--- src/rtl/svm_pkg.sv ---
package svm_pkg;
  localparam int unsigned SEL_W_DEF   = 2;
  localparam int unsigned FILT_LEN_DEF = 4;
  localparam int unsigned STRETCH_DEF = 32;
  localparam int unsigned SYNC_DEF    = 2;

  typedef struct packed {
    logic det_en;
    logic rst_en;
    logic byp;
  } svm_ctrl_t;
endpackage

--- src/rtl/svm_sync.sv ---
module svm_sync #(
  parameter int unsigned STAGES = 2
) (
  input  logic clk_i,
  input  logic rst_ni,
  input  logic d_i,
  output logic q_o
);
  logic [STAGES-1:0] stg;

  for (genvar i = 0; i < STAGES; i++) begin : g_stg
    always_ff @(posedge clk_i or negedge rst_ni) begin
      if (!rst_ni) stg[i] <= 1'b0;
      else if (i == 0) stg[i] <= d_i;
      else stg[i] <= stg[(i == 0) ? 0 : i-1];
    end
  end

  assign q_o = stg[STAGES-1];
endmodule

--- src/rtl/svm_filter.sv ---
module svm_filter #(
  parameter int unsigned SEL_W    = 2,
  parameter int unsigned FILT_LEN = 4
) (
  input  logic             clk_i,
  input  logic             rst_ni,
  input  logic             en_i,
  input  logic [SEL_W-1:0] sel_i,
  input  logic             low_i,
  output logic             hit_o,
  output logic             rdy_o
);
  localparam int unsigned DIV_MAX = 1 << ((1 << SEL_W) - 1);
  localparam int unsigned DW = (DIV_MAX > 1) ? $clog2(DIV_MAX) : 1;
  localparam int unsigned CW = $clog2(FILT_LEN + 1);

  logic [SEL_W-1:0] sel_q;
  logic [DW-1:0]    div_cnt, lim;
  logic [CW-1:0]    consec, rdy_cnt;
  logic             sel_chg, tick;

  assign lim     = DW'((1 << sel_i) - 1);
  assign sel_chg = (sel_i != sel_q);
  assign tick    = en_i & ~sel_chg & (div_cnt == lim);

  always_ff @(posedge clk_i or negedge rst_ni) begin
    if (!rst_ni) begin
      sel_q   <= '0;
      div_cnt <= '0;
      rdy_cnt <= '0;
      consec  <= '0;
    end else begin
      sel_q <= sel_i;
      if (!en_i || sel_chg) begin
        div_cnt <= '0;
        rdy_cnt <= '0;
      end else if (tick) begin
        div_cnt <= '0;
        if (rdy_cnt != CW'(FILT_LEN)) rdy_cnt <= rdy_cnt + 1'b1;
      end else begin
        div_cnt <= div_cnt + 1'b1;
      end
      // consec holds across a select change; arming is gated by rdy
      if (!en_i) consec <= '0;
      else if (tick) begin
        if (!low_i) consec <= '0;
        else if (consec != CW'(FILT_LEN)) consec <= consec + 1'b1;
      end
    end
  end

  assign hit_o = (consec == CW'(FILT_LEN));
  assign rdy_o = (rdy_cnt == CW'(FILT_LEN));
endmodule

--- src/rtl/svm_stretch.sv ---
module svm_stretch #(
  parameter int unsigned LEN = 32
) (
  input  logic clk_i,
  input  logic rst_ni,
  input  logic trig_i,
  output logic busy_o
);
  localparam int unsigned W = $clog2(LEN + 1);
  logic [W-1:0] cnt;

  always_ff @(posedge clk_i or negedge rst_ni) begin
    if (!rst_ni)          cnt <= '0;
    else if (trig_i)      cnt <= W'(LEN);
    else if (cnt != '0)   cnt <= cnt - 1'b1;
  end

  assign busy_o = (cnt != '0);
endmodule

--- src/rtl/svm_reset_gen.sv ---
module svm_reset_gen
  import svm_pkg::*;
#(
  parameter int unsigned SEL_W       = SEL_W_DEF,
  parameter int unsigned FILT_LEN    = FILT_LEN_DEF,
  parameter int unsigned STRETCH_LEN = STRETCH_DEF,
  parameter int unsigned SYNC_STAGES = SYNC_DEF
) (
  input  logic             clk_i,
  input  logic             rst_ni,
  input  logic             low_v_i,
  input  logic             det_en_i,
  input  logic             rst_en_i,
  input  logic             byp_i,
  input  logic [SEL_W-1:0] div_sel_i,
  output logic             rst_no,
  output logic             filt_rdy_o
);
  svm_ctrl_t ctrl;
  logic      sync_low, filt_en, filt_hit, armed;
  logic      byp_hit, stretch_trig, busy;

  assign ctrl = '{det_en: det_en_i, rst_en: rst_en_i, byp: byp_i};
  assign armed   = ctrl.det_en & ctrl.rst_en;
  assign filt_en = ctrl.det_en & ~ctrl.byp;

  svm_sync #(.STAGES(SYNC_STAGES)) u_sync (
    .clk_i (clk_i),
    .rst_ni(rst_ni),
    .d_i   (low_v_i),
    .q_o   (sync_low)
  );

  svm_filter #(.SEL_W(SEL_W), .FILT_LEN(FILT_LEN)) u_filter (
    .clk_i (clk_i),
    .rst_ni(rst_ni),
    .en_i  (filt_en),
    .sel_i (div_sel_i),
    .low_i (sync_low),
    .hit_o (filt_hit),
    .rdy_o (filt_rdy_o)
  );

  // bypass: asynchronous assertion, synchronized copy starts the stretch
  assign byp_hit      = armed & ctrl.byp & low_v_i;
  assign stretch_trig = armed & (ctrl.byp ? sync_low : (filt_rdy_o & filt_hit));

  svm_stretch #(.LEN(STRETCH_LEN)) u_stretch (
    .clk_i (clk_i),
    .rst_ni(rst_ni),
    .trig_i(stretch_trig),
    .busy_o(busy)
  );

  assign rst_no = rst_ni & ~busy & ~byp_hit;
endmodule

--- config.mk ---
export PLATFORM = sky130hd
export DESIGN_NAME = svm_reset_gen
export DESIGN_NICKNAME = d
export VERILOG_FILES = /design/src/rtl/svm_pkg.sv /design/src/rtl/svm_sync.sv /design/src/rtl/svm_filter.sv /design/src/rtl/svm_stretch.sv /design/src/rtl/svm_reset_gen.sv
export SDC_FILE = /design/constraint.sdc
export NUM_CORES = 1
export LEC_CHECK = 0
export BUFFER_PORTS_ARGS = -buffer_cell sky130_fd_sc_hd__buf_4
export CAP_MARGIN = 5
export CORE_MARGIN = 1
export CORE_UTILIZATION = 61
export DETAILED_ROUTE_END_ITERATION = 10
export PLACE_DENSITY = 0.82
export SLEW_MARGIN = 40
export SYNTH_ARGS = -nofsm -noshare
export SYNTH_HDL_FRONTEND = slang
export SYNTH_SLANG_ARGS = --single-unit
--- constraint.sdc ---
create_clock -name clk_i -period 2.4 [get_ports clk_i]
set_input_delay 0.12 -clock clk_i [delete_from_list [all_inputs] [get_ports clk_i]]
set_output_delay 0.12 -clock clk_i [all_outputs]
set_load 0.02 [all_outputs]
==> metrics <==
maximum clock path buffer count 2; Ant. Diodes 0; r2r endpoint u_filter.consec[2]$_DFFE_PN0P_; FILL cells 115; Ys Warns 0; Slew Viols, Final 0; initial drt markers 17; fin crit period just over 2 ns; vias in the first global route around 800; clk_skew around 0.0033 ns; Starting Density between 60 and 70%; drt total wl slightly below 2000 microns; prevailing post-synth register cell dfrtp_1; initial antenna violation count 0; DR DRC count 2; status complete, but fails checks; Min-Delay Path Class in2reg; Avg Cell Area, Syn 9.60 sq um; Layout Cells excl Fill between 100 and 150; post-synth top area cell dfrtp_1; Hold Path End u_filter.consec[1]$_DFFE_PN0P_; Cells after DPL ~130; flop2flop setup slack ~0.66 ns; endpoint class of the critical path primary output; async set-reset flop share out of synthesis 100%; Distinct cells, synth 32; area of the die approximately 0.0019 sq mm; Post-DRT Antenna Nets 0; failing checks design-rule violations; register area share after synthesis 45.5%; placed inst area around 0.0011 sq mm; critical path class reg2out; final hold vios 0; Final Core Density between 70% and 80%; nets@finish around 140; Layout Cell Area excl Fill 0.00119 sq mm; max cap viols 0; chip height between 40 and 50 microns; Pwr Density a little under 700 mW/mm^2; Die W about 43 microns; leading cell types by count after synthesis dfrtp_1, nand2_1, inv_1; Hold WS around 0.14 ns; RSZ-0062 raised after global routing false; VDD IR-drop max around 0.00063 V; Worst-Skew Late Latency just over 0.3 ns; hold path start byp_i; Worst Tran Pin Value 0.513 ns; worst endpoint data arrival time ~1.9 ns; Overflow after GRT 0; post-synthesis cell count 109; most common cell in the netlist dfrtp_1; cell row count 14; routability cong. ~0.77; I/O pin total 10; hold depth 4; synthesized area approximately 0.0010 sq mm; setup_tns 0 ns; reg2reg path depth 4; H-Tree Depth 1; Clock Pin Slew Worst Setup and Hold Paths 0.11 ns; DR vias 819; synth top area cells dfrtp_1, ha_1, nand2_1; Core Area roughly 0.0016 sq mm; Yosys reg bits 19; CTS buffer count 3; largest net degree at the start of global routing 21; Worst Path Max Fanout 4; f_max approximately 490 MHz; RR Startpoint u_filter.div_cnt[0]$_DFF_PN0_; share of layout cells above drive strength 1 approximately 13%; Worst Setup Start Kind flop; Final Setup Violations 0; Synth top area share 45.5%; Routed WL per cell ~14 microns; Leakage ~0.53 nW; first-pass detailed-route iteration total 7; GR Util All Layers 24.2%; IO buf count 9; first-pass GRT wire length 3380 microns; critical path data required time ~2.3 ns; Root Driver clkbuf_4; Area Overhead vs Synth 14.1%; syn nets roughly 120; Final period util between 80% and 90%; TritonCTS clock tree built; Vias/cell between 5 and 6; Max-slew headroom ~65%; Post-synth EDFFs 0; clock sink count 19; HPWL Detailed 1380 microns
==> area by class of cell <==
cell class | count | area (sq um) | share of cell area [%]
multi-input cells | 78 | 526 | 44.0
flip-flops and latches | 19 | 475 | 39.8
repair buffers | 13 | 108 | 9.01
inverters | 10 | 37.5 | 3.14
clock buffers | 3 | 22.5 | 1.89
well taps | 16 | 20.0 | 1.68
clock inverters | 1 | 5.00 | 0.419
==> sequential cells by signal, summed over array words and instances, names as in the netlist <==
name,cells
u_sync.stg,1
u_filter.consec,3
u_sync.q_o,1
u_filter.sel_q,2
u_filter.div_cnt,3
u_filter.rdy_cnt,3
u_stretch.cnt,6
==> metrics by stage <==
| stage | setup WS (ns) | total power [mW] |
|---|---|---|
| 2_1_floorplan | 0.780 | 0.578 |
| 3_3_place_gp | 0.743 | 0.625 |
| 3_5_place_dp | 0.690 | 0.640 |
| 4_1_cts | 0.363 | 0.824 |
| 5_1_grt | 0.243 | 0.861 |
| 6_report | 0.359 | 0.823 |
==> worst max path at each step <==
stage,start,end,depth (start not counted)
finish,u_stretch.cnt[0]$_DFFE_PN0P_,rst_no,6
detailed placement,u_filter.div_cnt[0]$_DFF_PN0_,u_filter.consec[2]$_DFFE_PN0P_,4
floorplan,u_filter.div_cnt[0]$_DFF_PN0_,u_filter.consec[2]$_DFFE_PN0P_,4
CTS,u_stretch.cnt[0]$_DFFE_PN0P_,rst_no,6
global placement,u_filter.div_cnt[0]$_DFF_PN0_,u_filter.consec[2]$_DFFE_PN0P_,4
global route,u_stretch.cnt[0]$_DFFE_PN0P_,rst_no,6
==> power breakdown <==
group | switching [mW] | leakage, nW | total [mW] | internal, mW
Clock | 0.108 | 0.0177 | 0.170 | 0.0624
Combinational | 0.122 | 0.268 | 0.230 | 0.109
Sequential | 0.0477 | 0.244 | 0.422 | 0.374
==> critical path, cell delays in order, from the launching register on <==
cell and delay [ns]:
dfrtp_1 0.39, inv_1 0.10, ha_1 0.20, nand2b_1 0.11, nor4_1 0.41, and3_1 0.24
buf_4 0.14
==> cell families (layout without fill, tap and decap cells) <==
kind of cell               count (synthesis)  after routing  share of synthesized area, %
adders and majority gates                  6              6                          7.18
AOI/OAI and AO/OA                         19             19                          12.8
xor gates and xnor gates                   4              4                          3.35
muxes                                      4              4                          3.83
buffers and inverters                     12             27                          4.31
and+or+nand+nor                           45             45                          23.1
DFF                                       19             19                          45.5
==> placed cells by master (no fill, tap or decap), types with 2 or more instances in the layout <==
master,synthesis,layout
a21oi_1,5,5
xnor2_1,4,4
o2bb2ai_1,2,2
or3_1,2,2
nor2b_1,3,3
nand2b_1,3,3
dlygate4sd3_1,0,4
or4_1,2,2
clkbuf_4,0,3
o21ai_0,3,3
nand2_1,12,12
and3_1,4,4
mux2i_1,4,4
nor3_1,5,5
dfrtp_1,19,19
a211oi_1,3,3
inv_1,10,10
buf_4,0,9
nand4_1,2,2
nor2_1,5,5
and2_1,2,2
ha_1,6,6
==> per-layer routing <==
layer	track usage (%)	vias up	part of all wire, %	wire [microns]
met2	38.5	19	45	866
li1	-	415	-	-
met4	10.6	0	1.9	36
met5	0	-	0	0
met3	2.50	5	4.9	95
met1	34.1	380	49	943
==> repair_timing <==
item / in CTS / in global routing
gates resized for setup: 0 / 0
hold endpoints to repair: 22 / 0
hold buffers: 4 / 0
setup buffers: 0 / 0
No activity file was read; power rests on OpenSTA's default activity.
